<file path="src/rtl/cbs_pkg.sv">
package cbs_pkg;

   // control-mode codes (decoded by the engine)
   typedef enum logic [1:0] {
      MODE_LOWPWR = 2'd0,
      MODE_BURST  = 2'd1,
      MODE_HOLD   = 2'd2,
      MODE_HOLD2  = 2'd3
   } cbs_mode_e;

   typedef enum logic [1:0] {
      ST_IDLE = 2'd0,
      ST_LO   = 2'd1,
      ST_HI   = 2'd2,
      ST_GAP  = 2'd3
   } cbs_state_e;

   // slots in the width bundle
   localparam int unsigned WI_LO   = 0;
   localparam int unsigned WI_NOM  = 1;
   localparam int unsigned WI_SURV = 2;
   localparam int unsigned WI_GAP  = 3;
   localparam int unsigned WI_NUM  = 4;

endpackage

</file>
<file path="src/rtl/cbs_width.sv">
module cbs_width
   import cbs_pkg::*;
#(
   parameter int unsigned W         = 8,
   parameter int unsigned STR_NUM   = 7,
   parameter int unsigned STR_DEN   = 5,
   parameter bit          STRETCH_EN = 1'b1,
   localparam int unsigned CW       = W + $clog2(STR_NUM + 1)
) (
   input  logic [WI_NUM-1:0][W-1:0]  raw_w,
   output logic [WI_NUM-1:0][CW-1:0] eff_w,
   output logic [CW-1:0]             stretch_w
);

   // zero widths become one cycle
   for (genvar i = 0; i < WI_NUM; i++) begin : g_clamp
      always_comb begin
         if (raw_w[i] == '0) eff_w[i] = CW'(1);
         else                eff_w[i] = CW'(raw_w[i]);
      end
   end

   if (STRETCH_EN) begin : g_stretch
      logic [CW-1:0] prod;
      assign prod      = eff_w[WI_NOM] * CW'(STR_NUM);
      assign stretch_w = prod / CW'(STR_DEN);
   end else begin : g_nostretch
      assign stretch_w = eff_w[WI_NOM];
   end

endmodule

</file>
<file path="src/rtl/cbs_trigger.sv">
module cbs_trigger #(
   parameter int unsigned FIRST_CNT = 9,
   parameter int unsigned LATER_CNT = 3,
   localparam int unsigned LW       = $clog2(FIRST_CNT + 1)
) (
   input  logic clk,
   input  logic rst_n,
   input  logic uv_flag,
   input  logic in_hold,
   input  logic take_lo,
   input  logic surv_done,
   input  logic burst_resume,
   output logic busy,
   output logic left_zero
);

   logic          uv_q;
   logic          first_evt;
   logic [LW-1:0] lo_left;
   logic          trig;

   assign trig      = uv_flag && !uv_q && !busy && in_hold;
   assign left_zero = (lo_left == '0);

   always_ff @(posedge clk or negedge rst_n) begin
      if (!rst_n) begin
         uv_q      <= 1'b0;
         busy      <= 1'b0;
         lo_left   <= '0;
         first_evt <= 1'b1;
      end else begin
         uv_q <= uv_flag;
         if (trig)           busy <= 1'b1;
         else if (surv_done) busy <= 1'b0;
         if (trig)         lo_left <= first_evt ? LW'(FIRST_CNT) : LW'(LATER_CNT);
         else if (take_lo) lo_left <= lo_left - LW'(1);
         if (burst_resume)   first_evt <= 1'b1;
         else if (surv_done) first_evt <= 1'b0;
      end
   end


   trig_sets_busy_chk: assert property (@(posedge clk) disable iff (!rst_n)
      ($rose(uv_flag) && !busy && in_hold) |=> busy);


   lo_take_legal_chk: assert property (@(posedge clk) disable iff (!rst_n)
      take_lo |-> (busy && !left_zero));


   busy_drop_cause_chk: assert property (@(posedge clk) disable iff (!rst_n)
      $fell(busy) |-> $past(surv_done));

endmodule

</file>
<file path="src/rtl/cbs_engine.sv">
module cbs_engine
   import cbs_pkg::*;
#(
   parameter int unsigned CW = 11
) (
   input  logic          clk,
   input  logic          rst_n,
   input  logic [1:0]    mode,
   input  logic          busy,
   input  logic          left_zero,
   input  logic [CW-1:0] lo_w,
   input  logic [CW-1:0] nom_w,
   input  logic [CW-1:0] str_w,
   input  logic [CW-1:0] surv_w,
   input  logic [CW-1:0] gap_w,
   output logic          pwml,
   output logic          pwmh,
   output logic          take_lo,
   output logic          surv_done,
   output logic          burst_resume
);

   cbs_state_e    st, st_n;
   logic [CW-1:0] cnt, cnt_n;
   logic          surv_hi, surv_hi_n;
   logic          next_hi, next_hi_n;
   logic          stretch, stretch_n;
   logic          dp;
   logic          is_lowpwr, is_burst;

   assign is_lowpwr = (mode == MODE_LOWPWR);
   assign is_burst  = (mode == MODE_BURST);
   assign dp        = (st == ST_IDLE) || (st == ST_GAP && cnt == CW'(1));

   always_comb begin
      st_n         = st;
      cnt_n        = cnt;
      surv_hi_n    = surv_hi;
      next_hi_n    = next_hi;
      stretch_n    = stretch | is_lowpwr;
      take_lo      = 1'b0;
      surv_done    = 1'b0;
      burst_resume = 1'b0;
      unique case (st)
         ST_LO, ST_HI: begin
            if (cnt == CW'(1)) begin
               st_n  = ST_GAP;
               cnt_n = gap_w;
               if (st == ST_HI && surv_hi) begin
                  surv_done = 1'b1;
                  surv_hi_n = 1'b0;
               end
            end else begin
               cnt_n = cnt - CW'(1);
            end
         end
         ST_GAP: begin
            if (cnt != CW'(1)) cnt_n = cnt - CW'(1);
         end
         default: ;
      endcase
      if (dp) begin
         st_n = ST_IDLE;
         if (busy && !left_zero) begin
            st_n    = ST_LO;
            cnt_n   = lo_w;
            take_lo = 1'b1;
         end else if (busy) begin
            if (!is_lowpwr) begin
               st_n      = ST_HI;
               cnt_n     = surv_w;
               surv_hi_n = 1'b1;
            end
         end else if (is_burst) begin
            if (next_hi) begin
               st_n         = ST_HI;
               cnt_n        = stretch ? str_w : nom_w;
               stretch_n    = 1'b0;
               next_hi_n    = 1'b0;
               burst_resume = 1'b1;
            end else begin
               st_n      = ST_LO;
               cnt_n     = lo_w;
               next_hi_n = 1'b1;
            end
         end else if (is_lowpwr) begin
            st_n      = ST_LO;
            cnt_n     = lo_w;
            next_hi_n = 1'b1;
         end
      end
   end

   always_ff @(posedge clk or negedge rst_n) begin
      if (!rst_n) begin
         st      <= ST_IDLE;
         cnt     <= '0;
         surv_hi <= 1'b0;
         next_hi <= 1'b1;
         stretch <= 1'b0;
      end else begin
         st      <= st_n;
         cnt     <= cnt_n;
         surv_hi <= surv_hi_n;
         next_hi <= next_hi_n;
         stretch <= stretch_n;
      end
   end

   assign pwml = (st == ST_LO);
   assign pwmh = (st == ST_HI);


   no_overlap_chk: assert property (@(posedge clk) disable iff (!rst_n)
      !(pwml && pwmh));


   hi_then_gap_chk: assert property (@(posedge clk) disable iff (!rst_n)
      pwmh |=> !pwml);


   lo_then_gap_chk: assert property (@(posedge clk) disable iff (!rst_n)
      pwml |=> !pwmh);


   no_hi_in_lowpwr_chk: assert property (@(posedge clk) disable iff (!rst_n)
      $rose(pwmh) |-> ($past(mode) != MODE_LOWPWR));

endmodule

</file>
<file path="src/rtl/clamp_balance_seq.sv">
module clamp_balance_seq
   import cbs_pkg::*;
#(
   parameter int unsigned W          = 8,
   parameter int unsigned FIRST_CNT  = 9,
   parameter int unsigned LATER_CNT  = 3,
   parameter int unsigned STR_NUM    = 7,
   parameter int unsigned STR_DEN    = 5,
   parameter bit          STRETCH_EN = 1'b1
) (
   input  logic         clk,
   input  logic         rst_n,
   input  logic [1:0]   mode,
   input  logic         uv_flag,
   input  logic [W-1:0] lo_width,
   input  logic [W-1:0] hi_width,
   input  logic [W-1:0] surv_hi_width,
   input  logic [W-1:0] gap_width,
   output logic         pwml,
   output logic         pwmh,
   output logic         busy
);

   localparam int unsigned CW = W + $clog2(STR_NUM + 1);

   if (W < 2) begin : g_bad_w
      $error("clamp_balance_seq: W must be at least 2");
   end
   if (LATER_CNT < 1 || FIRST_CNT < LATER_CNT) begin : g_bad_cnt
      $error("clamp_balance_seq: need 1 <= LATER_CNT <= FIRST_CNT");
   end
   if (STR_DEN < 1 || STR_NUM < STR_DEN) begin : g_bad_ratio
      $error("clamp_balance_seq: stretch ratio must be >= 1");
   end

   logic [WI_NUM-1:0][W-1:0]  raw_w;
   logic [WI_NUM-1:0][CW-1:0] eff_w;
   logic [CW-1:0]             str_w;
   logic                      take_lo, surv_done, burst_resume, left_zero;
   logic                      in_hold;

   assign raw_w[WI_LO]   = lo_width;
   assign raw_w[WI_NOM]  = hi_width;
   assign raw_w[WI_SURV] = surv_hi_width;
   assign raw_w[WI_GAP]  = gap_width;
   assign in_hold        = (mode == MODE_HOLD) || (mode == MODE_HOLD2);

   cbs_width #(
      .W(W), .STR_NUM(STR_NUM), .STR_DEN(STR_DEN), .STRETCH_EN(STRETCH_EN)
   ) width_i (
      .raw_w     (raw_w),
      .eff_w     (eff_w),
      .stretch_w (str_w)
   );

   cbs_trigger #(
      .FIRST_CNT(FIRST_CNT), .LATER_CNT(LATER_CNT)
   ) trig_i (
      .clk          (clk),
      .rst_n        (rst_n),
      .uv_flag      (uv_flag),
      .in_hold      (in_hold),
      .take_lo      (take_lo),
      .surv_done    (surv_done),
      .burst_resume (burst_resume),
      .busy         (busy),
      .left_zero    (left_zero)
   );

   cbs_engine #(.CW(CW)) eng_i (
      .clk          (clk),
      .rst_n        (rst_n),
      .mode         (mode),
      .busy         (busy),
      .left_zero    (left_zero),
      .lo_w         (eff_w[WI_LO]),
      .nom_w        (eff_w[WI_NOM]),
      .str_w        (str_w),
      .surv_w       (eff_w[WI_SURV]),
      .gap_w        (eff_w[WI_GAP]),
      .pwml         (pwml),
      .pwmh         (pwmh),
      .take_lo      (take_lo),
      .surv_done    (surv_done),
      .burst_resume (burst_resume)
   );


   busy_ends_with_hi_chk: assert property (@(posedge clk) disable iff (!rst_n)
      $fell(busy) |-> ($past(pwmh) && !pwmh));


   hi_needs_busy_or_mode_chk: assert property (@(posedge clk) disable iff (!rst_n)
      ($rose(pwmh) && $past(busy)) |-> $past(left_zero));

endmodule

</file>
<file path="config.mk">
export PLATFORM = sky130hd
export DESIGN_NAME = clamp_balance_seq
export DESIGN_NICKNAME = d
export VERILOG_FILES = /design/src/rtl/cbs_pkg.sv /design/src/rtl/cbs_width.sv /design/src/rtl/cbs_trigger.sv /design/src/rtl/cbs_engine.sv /design/src/rtl/clamp_balance_seq.sv
export SDC_FILE = /design/constraint.sdc
export NUM_CORES = 1
export LEC_CHECK = 0
export BUFFER_PORTS_ARGS = -buffer_cell sky130_fd_sc_hd__buf_4
export CORE_MARGIN = 2
export CORE_UTILIZATION = 25
export CTS_BUF_LIST = sky130_fd_sc_hd__clkbuf_16
export DETAILED_ROUTE_END_ITERATION = 16
export PLACE_DENSITY = 0.46
export SLEW_MARGIN = 20
export SYNTH_ARGS = -nofsm -noshare
export SYNTH_HDL_FRONTEND = slang
export SYNTH_HIERARCHICAL = 1
export SYNTH_SLANG_ARGS = --single-unit
</file>
<file path="constraint.sdc">
create_clock -name clk -period 4 [get_ports clk]
set_clock_uncertainty 0.1 [all_clocks]
set_input_delay 1.2 -clock clk [delete_from_list [all_inputs] [get_ports clk]]
set_output_delay 1.2 -clock clk [all_outputs]
set_load 0.05 [all_outputs]
</file>
# After elaboration in Yosys (flattened, before gate mapping)
# Index checks and enable logic that the tools add are counted.
# totals
regBits	23
latch_bits	0
ramBits	0
romBits	0
out_inout_bits	3
wordCells	106
n_memories	0
# op_classes
addsub	2
multipliers	1
div	1
n_lt_le_gt_ge	0
n_eq_ne	8
shifts	0
n_mux	55
bitwise_logic	3
n_reduce_logical	27
# op_table
op	n
2-to-1 mux 11 bit	10
zero test 8 bit	4
2-to-1 mux 8 bit	4
2-to-1 mux 1 bit	29
case mux 11 bit (2 select lines)	1
2-to-1 mux 2 bit	8
2-to-1 mux 4 bit	3
nonzero test 2 bit	6
divider 11 x 3 -> 11 bit, second input constant	1
equality test 11 x 1 -> 1 bit, second input constant	1
multiplier 8 x 3 -> 11 bit, second input constant	1
!= test 11 x 1 -> 1 bit, second input constant	1
subtractor 11 x 1 -> 11 bit, second input constant	1
equality test 2 bit, second input constant	4
logical AND 1 bit	6
equality test 2 x 1 -> 1 bit, second input constant	2
zero test 2 bit	2
zero test 4 bit	1
AND reduction 4 bit	1
subtractor 4 x 1 -> 4 bit, second input constant	1
zero test 1 bit	3
logical OR 1 bit	2
inverter 1 bit	2
AND reduction 2 bit	1
2 further kinds	2

# Longest topological paths before layout
# depth
depth_word	10
ltp_mapped	29
ltp_nobuf	28

# Modules after synthesis
# The synthesis kept the hierarchy.
# modules_own_cells
mod	n_inst	cells_each	area_per_inst_um2
cbs_engine	1	268	2003.2
cbs_width	1	285	1938.1
cbs_trigger	1	29	336.6
clamp_balance_seq	1	1	3.8

# Worst setup path before layout
# No wires, ideal clock.
# synth_path
path_kind	input to register
startpoint	in hi_width[2]
endpoint	reg eng_i.cnt[0]
setup_time_ps	132
t_arrival_ps	7123
slack_ps	-3355
path_stages	27
n_path_buf	1
path_cell_list	inv_1 -> ha_1 -> nand4_1 -> nor2_1 -> nor2_1 -> ha_1 -> ha_1 -> or2_2 -> fa_1 -> a21o_1 -> a221oi_2 -> buf_6 -> mux2i_1 -> o31ai_2 -> mux2_1 -> and4_1 -> or4_4 -> a31oi_4 -> a211oi_2 -> or4_1 -> a21oi_1 -> o32ai_1 -> o32a_1 -> mux2i_1 -> o21ai_0 -> a221oi_1 -> a2bb2oi_1
# synth_via
elab_chain_len	10
# synth_lines
item	line_no	source
from (decl)	clamp_balance_seq.sv:16	input logic [W-1:0] hi_width,
zero test 8 bit	cbs_width.sv:18	if (raw_w[i] == '0) eff_w[i] = CW'(1);
2-to-1 mux 8 bit (*)	cbs_width.sv:18	
multiplier 8 x 3 -> 11 bit (*)	cbs_width.sv:25	assign prod = eff_w[WI_NOM] * CW'(STR_NUM);
divider 11 x 3 -> 11 bit (*)	cbs_width.sv:26	assign stretch_w = prod / CW'(STR_DEN);
net str_w[0]	clamp_balance_seq.sv:38	logic [CW-1:0] str_w;
2-to-1 mux 11 bit (*)	cbs_engine.sv:77	cnt_n = stretch ? str_w : nom_w;
2-to-1 mux 11 bit (*)	cbs_engine.sv:75	if (next_hi) begin
2-to-1 mux 11 bit (*)	cbs_engine.sv:74	end else if (is_burst) begin
2-to-1 mux 11 bit (*)	cbs_engine.sv:68	end else if (busy) begin
2-to-1 mux 11 bit (*)	cbs_engine.sv:64	if (busy && !left_zero) begin
2-to-1 mux 11 bit (*)	cbs_engine.sv:62	if (dp) begin
net eng_i.cnt_n[0]	cbs_engine.sv:24	logic [CW-1:0] cnt, cnt_n;
to (signal assigned)	cbs_engine.sv:103	cnt <= cnt_n;
to (decl)	cbs_engine.sv:24	
# Mark *: on every way through the listed nets, which the timed path passes. The rest lies on a longest branch.
# A chain may end at the register's enable or synchronous reset.

# Final worst setup path
# layout_path
startpoint	in hi_width[7]
endpoint	reg eng_i.cnt[0]
# The elaborated chain is that of the path after synthesis.

==> flow_summary.toml <==
[worst_setup_path]
path_max_fanout = 7
r2r_start = "eng_i/cnt[1]$_DFF_PN0_"
cp_data_required_time_ns = 4.05
r2r_slack_ns = 1.00
worstSetupPathType = "input pin to flop"
cp-start-kind = "input pin"
rr_endpoint = "eng_i/cnt[4]$_DFF_PN0_"
arrival_ns = 7.02
endpoint = "eng_i/cnt[0]$_DFF_PN0_"
worstSetupStartpoint = "hi_width[7]"
worstRegToRegCells = 7
cp-end-kind = "flop"

[logic_synthesis]
synth.distinct_cells = 88
ys_seq_area_frac = 0.135
synthTopCellsByCount = "nor2_1 (50), clkbuf_1 (41), a21oi_1 (39), o21ai_0 (38), nand2_1 (35)"
ys_seq_elements = 23
avgSynthCellArea_um2 = 7.34
syn_inst = 583
synth.most_common_cell = "nor2_1"
synth-main-ff-cell = "dfrtp_1"
synthTopCellsByArea = "dfrtp_1 (12%), ha_1 (7.0%), a21oi_1 (4.6%), o21ai_0 (4.4%), nor2_1 (4.4%)"
synth.largest_area_cell = "dfrtp_1"
netlist_area_um2 = 4280
synth_edf_count = 0
ys_async_sr_fraction = 1.00
yosysWarnings = 6
synth_top_cell_area_share = 0.123

[floorplanning]
die_area_um2 = 18200
core_area_um2 = 16600
die_w_um = 135
start_util = 0.257
ios = 40
fp.dieH_um = 135
row_count = 47

[power_and_ir_drop]
ir_drop_v = 0.000303
p_leak_nw = 2.68
powerDensity_nw_per_um2 = 600
p_total_w = 0.00376

[run_status]
status = "complete, but fails checks"
violations = "setup timing"

[sta]
relSlewSlack = 0.453
setup_tns_ns = -17.86
finalCriticalPeriod_ns = 6.97
max_freq_mhz = 143
period_share = 1.74
finalHoldViolCount = 0
final_max_slew_viol_count = 0
rsz0062_at_grt = "true"
tightest_slew_ns = 0.812
fin_ws_ns = -2.97
finalSetupViolations = 9

[layout]
drive_gt1_frac = 0.398
fin_util = 0.377
n_antenna_cell = 0
fin_area_um2 = 6270
nFillCells = 1733
fin_nets = 774
area_growth_syn_to_layout_pct = 46.6

[worst_hold_path]
hold_path_class = "flop to flop"
min_from = "trig_i/first_evt$_DFFE_PN1P_"

[global_routing]
grtUsageMet2 = 0.283
grt_max_degree = 24
first_global_vias = 4771
busiest_layer = "met2"
grt_pass1_wl_mm = 24.8
use_met3 = 0.0233
antenna_found_initial = 0
grt_use_met1 = 0.228
grtUsageTotal = 0.167
globalRoute.totalOverflow = 0

[detailed_routing]
route.detailed.wl_per_inst_um = 16.8
wl_mm = 15.6
num_vias = 4927
drt_first_pass_iters = 7
drc = 0
postRouteAntennaNets = 0
drt_iter0_markers = 342
via_per_inst = 5.31

[cts]
cts_tree = "yes"
path_clk_slew_ns = 0.07
htreeDepth = 1
root_buffer = "clkbuf_16"
cts.path.max_buffers = 2
worstSkewPairLatency_ns = 0.27
cts_sinks = 23
cts_buffers = 3

[placement]
dp_hpwl_mm = 12.1
port_buffers = 39
detailed_place.area_um2 = 5580
gp_congestion = 0.901

[job]
drv_cap = 0
-- sequential cells by signal (all words and copies together), names as in the netlist --
signal	flops
eng_i/cnt	11
eng_i/next_hi	1
eng_i/st	2
eng_i/stretch	1
eng_i/surv_hi	1
trig_i/busy	1
trig_i/first_evt	1
trig_i/lo_left	4
trig_i/uv_q	1
-- stage by stage --
stage | hold WS (ns) | instances | worst slack [ns]
final | 0.428 | 928 | -2.97
after CTS | 0.432 | 917 | -2.96
after detailed placement | 0.422 | 903 | -3.42
after floorplan | 0.366 | 596 | -2.94
after global placement | 0.377 | 903 | -3.35
after global routing | 0.453 | 928 | -3.20
-- area by class of cell --
cell class,count,area [um^2],area share
clock buffer,3,75.1,0.0120
clock inverter,1,7.51,0.00120
timing repair buffer,175,1400,0.224
sequential,23,578,0.0921
inverter,30,155,0.0247
tap,220,275,0.0439
multi-input combinational,476,3780,0.602
-- cells by family after synthesis --
group / synth area share
AOI/OAI and AO/OA: 0.339
and+or+nand+nor: 0.238
buffers and inverters: 0.107
adders and majority gates: 0.0888
muxes: 0.0582
DFF: 0.135
xor gates and xnor gates: 0.0327
other: 0.000876
-- metal layers --
metal  wire length, um  vias to the layer above
li1                  -                     2397
met4               296                        0
met2              7250                      148
met3               759                       22
met1              7250                     2360
met5                 0                        -
-- worst min-delay path by stage --
stage,endpoint,slack [ns],cells after the start
CTS,trig_i/first_evt$_DFFE_PN1P_,0.43,1
global placement,eng_i/surv_hi$_DFF_PN0_,0.38,1
floorplan,eng_i/surv_hi$_DFF_PN0_,0.37,1
detailed placement,trig_i/first_evt$_DFFE_PN1P_,0.42,1
global route,trig_i/first_evt$_DFFE_PN1P_,0.45,1
finish,trig_i/first_evt$_DFFE_PN1P_,0.43,1
-- timing repair --
action | 4_1_cts | 5_1_grt
resized for setup | 57 | 48
hold buffers | 0 | 0
setup endpoints to repair | 9 | 9
setup buffers | 10 | 12
pin swaps | 43 | 35
-- power breakdown --
group / switching (W) / internal [W]
clock: 0.000105 / 0.000136
combinational: 0.00147 / 0.00167
sequential: 0.0000970 / 0.000286
-- cell usage in the layout (no fill, tap or decap), types with 5 or more instances in the layout --
| cell | instances |
|---|---|
| buf_4 | 152 |
| nor2_1 | 41 |
| nand2_1 | 33 |
| a21oi_1 | 31 |
| o21ai_0 | 28 |
| inv_1 | 24 |
| buf_6 | 22 |
| dfrtp_1 | 21 |
| nand3_1 | 19 |
| ha_1 | 16 |
| conb_1 | 14 |
| o211ai_1 | 13 |
| xnor2_1 | 13 |
| nor3_1 | 11 |
| mux2i_1 | 10 |
| o21ai_1 | 10 |
| a21o_1 | 9 |
| ha_4 | 8 |
| o21a_1 | 7 |
| and3_1 | 7 |
| a21oi_2 | 7 |
| nor4_1 | 6 |
| nor3b_1 | 6 |
| and2_1 | 6 |
| o31ai_1 | 6 |
| a31oi_1 | 6 |
| nor2_4 | 6 |
| nand2b_1 | 5 |
| nand4_1 | 5 |
| mux2_2 | 5 |
| a221oi_2 | 5 |
| a211oi_1 | 5 |
| a22o_1 | 5 |
| mux2i_2 | 5 |
| or3_1 | 5 |
-- worst max-delay path, cell delays in order --
cell and delay [ns]:
buf_6 0.11, inv_8 0.04, ha_4 0.11, nand4_1 0.18, nor2_4 0.20, nor2_4 0.05
ha_4 0.25, ha_4 0.15, or2_4 0.23, fa_2 0.36, a21o_1 0.20, a221oi_2 0.31
buf_6 0.20, mux2_4 0.32, a31oi_4 0.19, a21oi_2 0.09, o21a_1 0.22, or4_4 0.56
a22o_4 0.25, or4_4 0.53, a21oi_4 0.17, o32ai_2 0.11, o32a_1 0.36, mux2i_1 0.16
o21ai_1 0.09, a221oi_1 0.25, a2bb2oi_1 0.11
(Power assumes the default switching activity.)
